--- config.mk ---
export PLATFORM = sky130hd
export DESIGN_NAME = tl_alarm_ctrl
export DESIGN_NICKNAME = d
export VERILOG_FILES = /design/src/rtl/tl_pkg.sv /design/src/rtl/tl_hold_timer.sv /design/src/rtl/tl_sample_port.sv /design/src/rtl/tl_band_eval.sv /design/src/rtl/tl_out_pipe.sv /design/src/rtl/tl_alarm_ctrl.sv
export SDC_FILE = /design/constraint.sdc
export NUM_CORES = 1
export LEC_CHECK = 0
export BUFFER_PORTS_ARGS = -buffer_cell sky130_fd_sc_hd__buf_4
export CAP_MARGIN = 5
export CORE_MARGIN = 1.5
export CORE_UTILIZATION = 32
export CTS_CLUSTER_DIAMETER = 50
export CTS_CLUSTER_SIZE = 14
export DETAILED_ROUTE_END_ITERATION = 16
export GPL_TIMING_DRIVEN = 1
export PLACE_DENSITY = 0.49
export SYNTH_ARGS = -nofsm -noshare
export SYNTH_HDL_FRONTEND = slang
export SYNTH_SLANG_ARGS = --single-unit
--- constraint.sdc ---
create_clock -name clk -period 2.1 [get_ports clk]
set_input_delay 0.42 -clock clk [delete_from_list [all_inputs] [get_ports clk]]
set_output_delay 0.42 -clock clk [all_outputs]
set_load 0.01 [all_outputs]
--- src/rtl/tl_pkg.sv ---
package tl_pkg;

  typedef enum logic [1:0] {
    BAND_IDLE = 2'd0,
    BAND_COOL = 2'd1,
    BAND_WARM = 2'd2,
    BAND_HOT  = 2'd3
  } band_e;

  typedef struct packed {
    logic red;
    logic green;
    logic alarm;
  } lights_t;

  localparam lights_t LIGHTS_DARK = '{red: 1'b0, green: 1'b0, alarm: 1'b0};

endpackage

--- src/rtl/tl_hold_timer.sv ---
module tl_hold_timer #(
  parameter int HOLD_CYCLES = 12_000_000,
  parameter int SYNC_STAGES = 2
) (
  input  logic clk,
  input  logic rst,
  input  logic btn_raw,
  output logic hold_clr
);
  localparam int CNT_W = $clog2(HOLD_CYCLES + 1);
  localparam logic [CNT_W-1:0] HOLD_LIM = CNT_W'(HOLD_CYCLES);

  logic [SYNC_STAGES-1:0] sync_q;
  logic [CNT_W-1:0]       cnt_q;
  logic                   btn_s;

  // two-flop (or deeper) synchronizer for the asynchronous button
  always_ff @(posedge clk) begin
    if (rst) sync_q <= '0;
    else     sync_q <= {sync_q[SYNC_STAGES-2:0], btn_raw};
  end

  assign btn_s = sync_q[SYNC_STAGES-1];

  // count consecutive held cycles, saturating at the limit
  always_ff @(posedge clk) begin
    if (rst || !btn_s)          cnt_q <= '0;
    else if (cnt_q != HOLD_LIM) cnt_q <= cnt_q + 1'b1;
  end

  assign hold_clr = (cnt_q == HOLD_LIM);
endmodule

--- src/rtl/tl_sample_port.sv ---
module tl_sample_port #(
  parameter int DATA_W = 8
) (
  input  logic              clk,
  input  logic              rst,
  input  logic [DATA_W-1:0] adc_data,
  input  logic              adc_eoc,
  input  logic              meas_strobe,
  output logic [DATA_W-1:0] smp_data,
  output logic              smp_new
);
  logic [DATA_W-1:0] hold_q;
  logic [DATA_W-1:0] smp_q;
  logic              taken_q;
  logic              new_q;

  always_ff @(posedge clk) begin
    if (rst) begin
      hold_q  <= '0;
      smp_q   <= '0;
      taken_q <= 1'b0;
      new_q   <= 1'b0;
    end else begin
      if (adc_eoc) hold_q <= adc_data;
      new_q <= 1'b0;
      if (meas_strobe && !taken_q) begin
        smp_q   <= hold_q;
        taken_q <= 1'b1;
        new_q   <= 1'b1;
      end else if (!meas_strobe) begin
        taken_q <= 1'b0;
      end
    end
  end

  assign smp_data = smp_q;
  assign smp_new  = new_q;
endmodule

--- src/rtl/tl_band_eval.sv ---
module tl_band_eval
  import tl_pkg::*;
#(
  parameter int              DATA_W   = 8,
  parameter logic [DATA_W-1:0] LOW_MIN  = 8'd100,
  parameter logic [DATA_W-1:0] HIGH_MAX = 8'd168
) (
  input  logic              clk,
  input  logic              rst,
  input  logic              hold_clr,
  input  logic [DATA_W-1:0] smp_data,
  input  logic              smp_new,
  output lights_t           lights
);
  band_e band_q;
  band_e band_d;
  logic  alarm_q;

  always_comb begin
    if (smp_data < LOW_MIN)        band_d = BAND_COOL;
    else if (smp_data <= HIGH_MAX) band_d = BAND_WARM;
    else                           band_d = BAND_HOT;
  end

  always_ff @(posedge clk) begin
    if (rst || hold_clr) begin
      band_q  <= BAND_IDLE;
      alarm_q <= 1'b0;
    end else if (smp_new) begin
      band_q <= band_d;
      if (band_d == BAND_HOT) alarm_q <= 1'b1;
    end
  end

  always_comb begin
    lights       = LIGHTS_DARK;
    lights.alarm = alarm_q;
    unique case (band_q)
      BAND_COOL: lights.green = 1'b1;
      BAND_WARM: begin lights.red = 1'b1; lights.green = 1'b1; end
      BAND_HOT:  lights.red = 1'b1;
      default:   ;
    endcase
  end
endmodule

--- src/rtl/tl_out_pipe.sv ---
module tl_out_pipe
  import tl_pkg::*;
#(
  parameter int STAGES = 4
) (
  input  logic    clk,
  input  logic    rst,
  input  logic    flush,
  input  lights_t din,
  output lights_t dout
);
  lights_t stg_q [STAGES];

  for (genvar i = 0; i < STAGES; i++) begin : g_stage
    always_ff @(posedge clk) begin
      if (rst || flush) stg_q[i] <= LIGHTS_DARK;
      else if (i == 0)  stg_q[i] <= din;
      else              stg_q[i] <= stg_q[(i == 0) ? 0 : i-1];
    end
  end

  assign dout = stg_q[STAGES-1];
endmodule

--- src/rtl/tl_alarm_ctrl.sv ---
module tl_alarm_ctrl
  import tl_pkg::*;
#(
  parameter int                DATA_W      = 8,
  parameter logic [DATA_W-1:0] LOW_MIN     = 8'd100,
  parameter logic [DATA_W-1:0] HIGH_MAX    = 8'd168,
  parameter int                HOLD_CYCLES = 12_000_000,
  parameter int                OUT_STAGES  = 4
) (
  input  logic              clk,
  input  logic              rst,
  input  logic [DATA_W-1:0] adc_data,
  input  logic              adc_eoc,
  input  logic              meas_strobe,
  input  logic              btn_hold,
  output logic              led_red,
  output logic              led_green,
  output logic              alarm
);
  logic              hold_clr;
  logic [DATA_W-1:0] smp_data;
  logic              smp_new;
  lights_t           band_lights;
  lights_t           out_lights;

  tl_hold_timer #(
    .HOLD_CYCLES(HOLD_CYCLES),
    .SYNC_STAGES(2)
  ) u_hold (
    .clk     (clk),
    .rst     (rst),
    .btn_raw (btn_hold),
    .hold_clr(hold_clr)
  );

  tl_sample_port #(
    .DATA_W(DATA_W)
  ) u_port (
    .clk        (clk),
    .rst        (rst),
    .adc_data   (adc_data),
    .adc_eoc    (adc_eoc),
    .meas_strobe(meas_strobe),
    .smp_data   (smp_data),
    .smp_new    (smp_new)
  );

  tl_band_eval #(
    .DATA_W  (DATA_W),
    .LOW_MIN (LOW_MIN),
    .HIGH_MAX(HIGH_MAX)
  ) u_band (
    .clk     (clk),
    .rst     (rst),
    .hold_clr(hold_clr),
    .smp_data(smp_data),
    .smp_new (smp_new),
    .lights  (band_lights)
  );

  tl_out_pipe #(
    .STAGES(OUT_STAGES)
  ) u_pipe (
    .clk  (clk),
    .rst  (rst),
    .flush(hold_clr),
    .din  (band_lights),
    .dout (out_lights)
  );

  assign led_red   = out_lights.red;
  assign led_green = out_lights.green;
  assign alarm     = out_lights.alarm;
endmodule

# After elaboration in Yosys (flattened, before gate mapping)
# Memory sizes are Yosys's and may differ from the RTL's.
# Cells that the tools add are included.
# word_totals
reg_bits	47
latch_bits	0
ramBits	12
romBits	0
inputBits	13
output_inout_bits	3
elab_cells	45
memories	1
# op_classes
n_addsub	1
n_mul	0
div_mod_pow	0
order_cmp	2
eq_ne	7
shift	0
mux	14
n_bitwise	4
n_reduce_logical	8
# memory_table
name	words	width	rd	rd_clocked_by_memory_dff	wr	line	rtl
u_pipe.stg_q	4	3	4	0	4	tl_out_pipe.sv:12	lights_t stg_q [STAGES];
# op_table
operator	count
$add 24x1->24 const B	1
$eq 24x24->1 const B	1
$ne 24x24->1 const B	1
$mux 3	4
$mux 1	9
$le 8x8->1 const B	1
$lt 8x7->1 const B	1
$eq 2x2->1 const B	3
$or 1x1->1	4
$reduce_or 2->1	2
$eq 2x1->1 const B	1
$logic_not 1->1	2
$logic_or 1x1->1	2
$mux 2	1
$ne 2x1->1 const B	1
$reduce_and 2->1	1
$logic_and 1x1->1	1

# Logic depth before layout (Yosys ltp)
# depth
ltp_word	5
ltp_mapped	7
mapped_depth_nobuf	6

# By module
# Synthesis repeated with hierarchy kept, for this count alone.
# hier_totals
hier_cells	261
hier_area_um2	2543.7
# by_module_without_submodules
mod	n_inst	cells_each	area_each_um2	seq_area_each_um2
tl_hold_timer	1	147	1241.2	520.5
tl_sample_port	1	64	700.7	360.3
tl_out_pipe	1	26	402.9	240.2
tl_band_eval	1	24	198.9	60.1

# Least setup slack after synthesis
# OpenSTA, ideal clock, no wires.
# synth_timing
path_kind	register to register
startpoint	register u_hold.cnt_q[0]
endpoint	register u_hold.cnt_q[22]
arrival_time_ps	1793
slack_ps	236
path_stages_with_launch	6
period_less_slack_ps	1864
path_cell_list	dfxtp_1 > ha_1 > nand3_2 > or3_4 > or4_1 > a21oi_1
# synth_via
elab_chain_len	1
# synth_rtl
item	line	rtl
from (decl)	tl_hold_timer.sv:14	logic [CNT_W-1:0] cnt_q;
from (signal assigned)	tl_hold_timer.sv:28	else if (cnt_q != HOLD_LIM) cnt_q <= cnt_q + 1'b1;
$add 24x1->24 / $ne 24x24->1 (equally long branches)	tl_hold_timer.sv:28	
# Several ways; a longest one is shown, not always the timed one.
# A chain may end at the register's enable or synchronous reset.

# Worst setup path after layout
# Ends and elaborated chain as after synthesis.

==> summary.txt <==
Timing
  – Setup ws final: roughly 0.2 ns
  – Rel. slew slack: between 60 and 70%
  – Setup-failing EPs final: 0
  – Period utilization: 90.5%
  – Final Hold Violating Endpoints: 0
  – Final min period: around 1.9 ns
  – RSZ-0062 raised after global routing: false
  – Pins over their slew limit: 0
  – Setup tns final: 0 ns
  – Fmax: 526 MHz
  – Slew at the pin closest to its max-slew limit: 0.519 ns
  – Clk_skew: 0.00697 ns

Placed design
  – Place WS: -0.000557 ns
  – Cell total after placement: between 300 and 400
  – Final Wtd Congestion: between 0.7 and 0.8
  – I/O Buffers: 15
  – Dpl hpwl: 2.96 mm

Clock network
  – Htree depth: 3
  – Clk slew on worst S/H paths: about 0.060 ns
  – CTS tree: done
  – Post-CTS Setup Inserts: 0
  – Clock sink total: ~60
  – CTS root buf: clkbuf_8
  – Max clock buf depth: 2
  – CTS Buf Count: 9
  – Clock latency on the worst-skew pair: roughly 0.33 ns

Global route
  – Number of global-route vias before repair: approximately 1500
  – Gr ovfl total: 0
  – First-pass GRT wire length: between 7 and 8 mm
  – Initial antenna violation count: 0
  – GR Util All Layers: 12.3%
  – Largest net degree at the start of global routing: 23

Pwr
  – Flop pwr share: slightly below 50%
  – Net Sw Power: roughly 480 uW
  – Peak supply drop: approximately 0.5 mV
  – Pwr dens: 825 nW/um^2
  – Clk pwr share: 47.7%
  – Sw Ratio: around 20%
  – Leakage: between 0.001 and 0.0015 uW
  – Int Pwr: between 1500 and 2000 uW
  – Logic pwr share: under 10%

Logic synthesis
  – Sequential fraction of the synthesis area: between 40% and 50%
  – EDFF count, synth: 0
  – Ys flop type: dfxtp_1
  – Post-synth top cells: 59 x dfxtp_1, 30 x nor2_1, 16 x mux2i_1
  – Asr flop ratio synth: 0%
  – Synth top area cells: dfxtp_1 50%, mux2i_1 6.8%, nor2_1 4.8%, xnor2_1 3.0%, a21oi_1 2.7%
  – #FFs+latches synth: slightly below 60
  – Post-synth top area cell: dfxtp_1
  – Syn Area/Cell: just under 10 sq um
  – Post-synthesis cell area: 2370 sq um
  – Syn_nets: roughly 260
  – Top cell type's share of synthesized area: between 40% and 50%
  – Post-Syn Instances: 246
  – Post-synth cell types: 41
  – Synth Warn #: 0
  – Most common cell in the synthesized netlist: dfxtp_1

Min path
  – Hold Crit Class: in -> reg
  – Endpoint, Worst Hold: u_hold.sync_q[0]
  – Hold Crit Start: btn_hold
  – Worst hold path depth: 2

Critical path
  – Crit path max fanout: 5
  – Worst setup path category: reg -> reg
  – Worst r2r src: u_hold.cnt_q[0]
  – Reg-to-Reg End: u_hold.cnt_q[22]
  – WP data arrival: 2.17 ns
  – CP max stage cell: or4_1
  – Flop2flop setup slack: around 0.20 ns
  – CP required: around 2.4 ns
  – Critical Path Source Type: flip-flop
  – Worst path cell trace: buf_4, ha_1, nand3_2, or3_4, or4_1, a21oi_1
  – Critical Path End Type: flip-flop
  – CP max stage delay: between 0.5 and 0.6 ns
  – R2R depth: 6

Status
  – Outcome: completed

Die
  – Die area: ~7900 sq um
  – Starting Density: around a third
  – Die H: a little under 90 microns
  – Core region area: 7210 sq um
  – Placement Rows: 31
  – Die width: 89.0 microns
  – I/O pin count: 16

Cells and area
  – NumNets Final: roughly 290
  – Share of layout cells above drive strength 1: roughly 17%
  – Non-Filler Instances: about 370
  – Syn-to-layout area delta: 20.4%
  – # diodes: 0
  – Util after Layout: 39.5%

Routing
  – Post-DRT Antenna Nets: 0
  – Router iterations before antenna repair: 4
  – DRC Markers: 0
  – WL per Instance: ~12 microns
  – DRT Wirelength: about 4.4 mm
  – Via count: about 1800
  – Vias/cell: roughly 4.7
  – Initial DRC Count: 87

Flow run
  – Max-cap violations: 0
final cells by class:
cell class                 count  area (sq um)
clock buffer                  10           138
clock inverter                 5          77.6
fill                         760          4360
inverter                       7          26.3
multi-input combinational    170          1130
sequential                    59          1180
tap                           99           124
timing repair buffer          24           180
worst max path at each step:
| stage | start | end |
|---|---|---|
| after floorplan | u_hold.cnt_q[0] | u_hold.cnt_q[22] |
| after global placement | u_hold.cnt_q[1] | u_band.band_q[0] |
| after detailed placement | u_hold.cnt_q[1] | u_band.band_q[0] |
| after CTS | u_hold.cnt_q[0] | u_hold.cnt_q[22] |
| after global routing | u_hold.cnt_q[3] | u_hold.cnt_q[23] |
| final | u_hold.cnt_q[0] | u_hold.cnt_q[22] |
layer usage:
metal	vias to the layer above	global-route usage [%]	wire [microns]
met2	25	17.1	1920
met5	-	0	0
met3	9	3.32	115
met1	815	16.8	2260
li1	920	-	-
met4	0	7.97	110
power groups by stage:
stage / clock [uW] / combinational (uW) / sequential [uW]
detailed placement: 0 / 80.2 / 1180
global route: 1220 / 88.4 / 1160
finish: 1120 / 78.6 / 1150
floorplan: 0 / 51.9 / 1180
global placement: 0 / 78.0 / 1180
CTS: 1170 / 80.8 / 1150
flip-flops by register name, summed over array words and instances, names as in the netlist:
name	count
u_band.alarm_q	1
u_band.band_q	2
u_hold.cnt_q	24
u_hold.sync_q	2
u_pipe.stg_q	12
u_port.hold_q	8
u_port.smp_data	8
u_port.smp_new	1
u_port.taken_q	1
timing repair:
item,in CTS,in global routing
setup endpoints to repair,1,0
hold buffers,0,0
gates resized for setup,1,0
cells by family after synthesis:
family	Yosys count	share of synthesized area [%]
AOI/OAI and AO/OA	31	8.24
DFF	59	49.9
muxes	16	6.76
adders and majority gates	4	2.11
xor gates and xnor gates	12	4.44
and+or+nand+nor	107	25.8
buffers and inverters	17	2.75
metrics by stage:
step,cell area [sq um],hold slack (ns),power [uW]
2_1_floorplan,2370,0.383,1230
3_3_place_gp,2630,0.393,1260
3_5_place_dp,2630,0.394,1260
4_1_cts,2850,0.283,2400
5_1_grt,2850,0.311,2460
6_report,2850,0.302,2350
cells in the final DEF (no fill, tap or decap), drive strengths merged, types with 2 or more instances in the layout:
cell type,Yosys,routed
dfxtp,59,59
nor2,30,30
buf,2,24
mux2i,16,16
a21oi,13,13
nand3,11,11
and2,10,10
clkbuf,8,10
nand2,8,8
xnor2,8,8
inv,7,7
nor3,7,7
nor2b,7,7
nand4,6,6
o21ai,5,5
nor4,5,5
o31ai,5,5
or4,5,5
or3,5,5
xor2,4,4
ha,4,4
nand2b,3,3
and3,3,3
nor4b,2,2
o211ai,2,2
clkinv,0,2
bufinv,0,2
and4,2,2
worst max-delay path, delay by kind of cell (launching register included):
family	cells	cell delay [ns]
compound gates	1	0.14
fa+ha+maj	1	0.21
buf+inv	1	0.13
flops	1	0.32
simple gates	3	1.03
No activity file was read; power rests on OpenSTA's default activity.
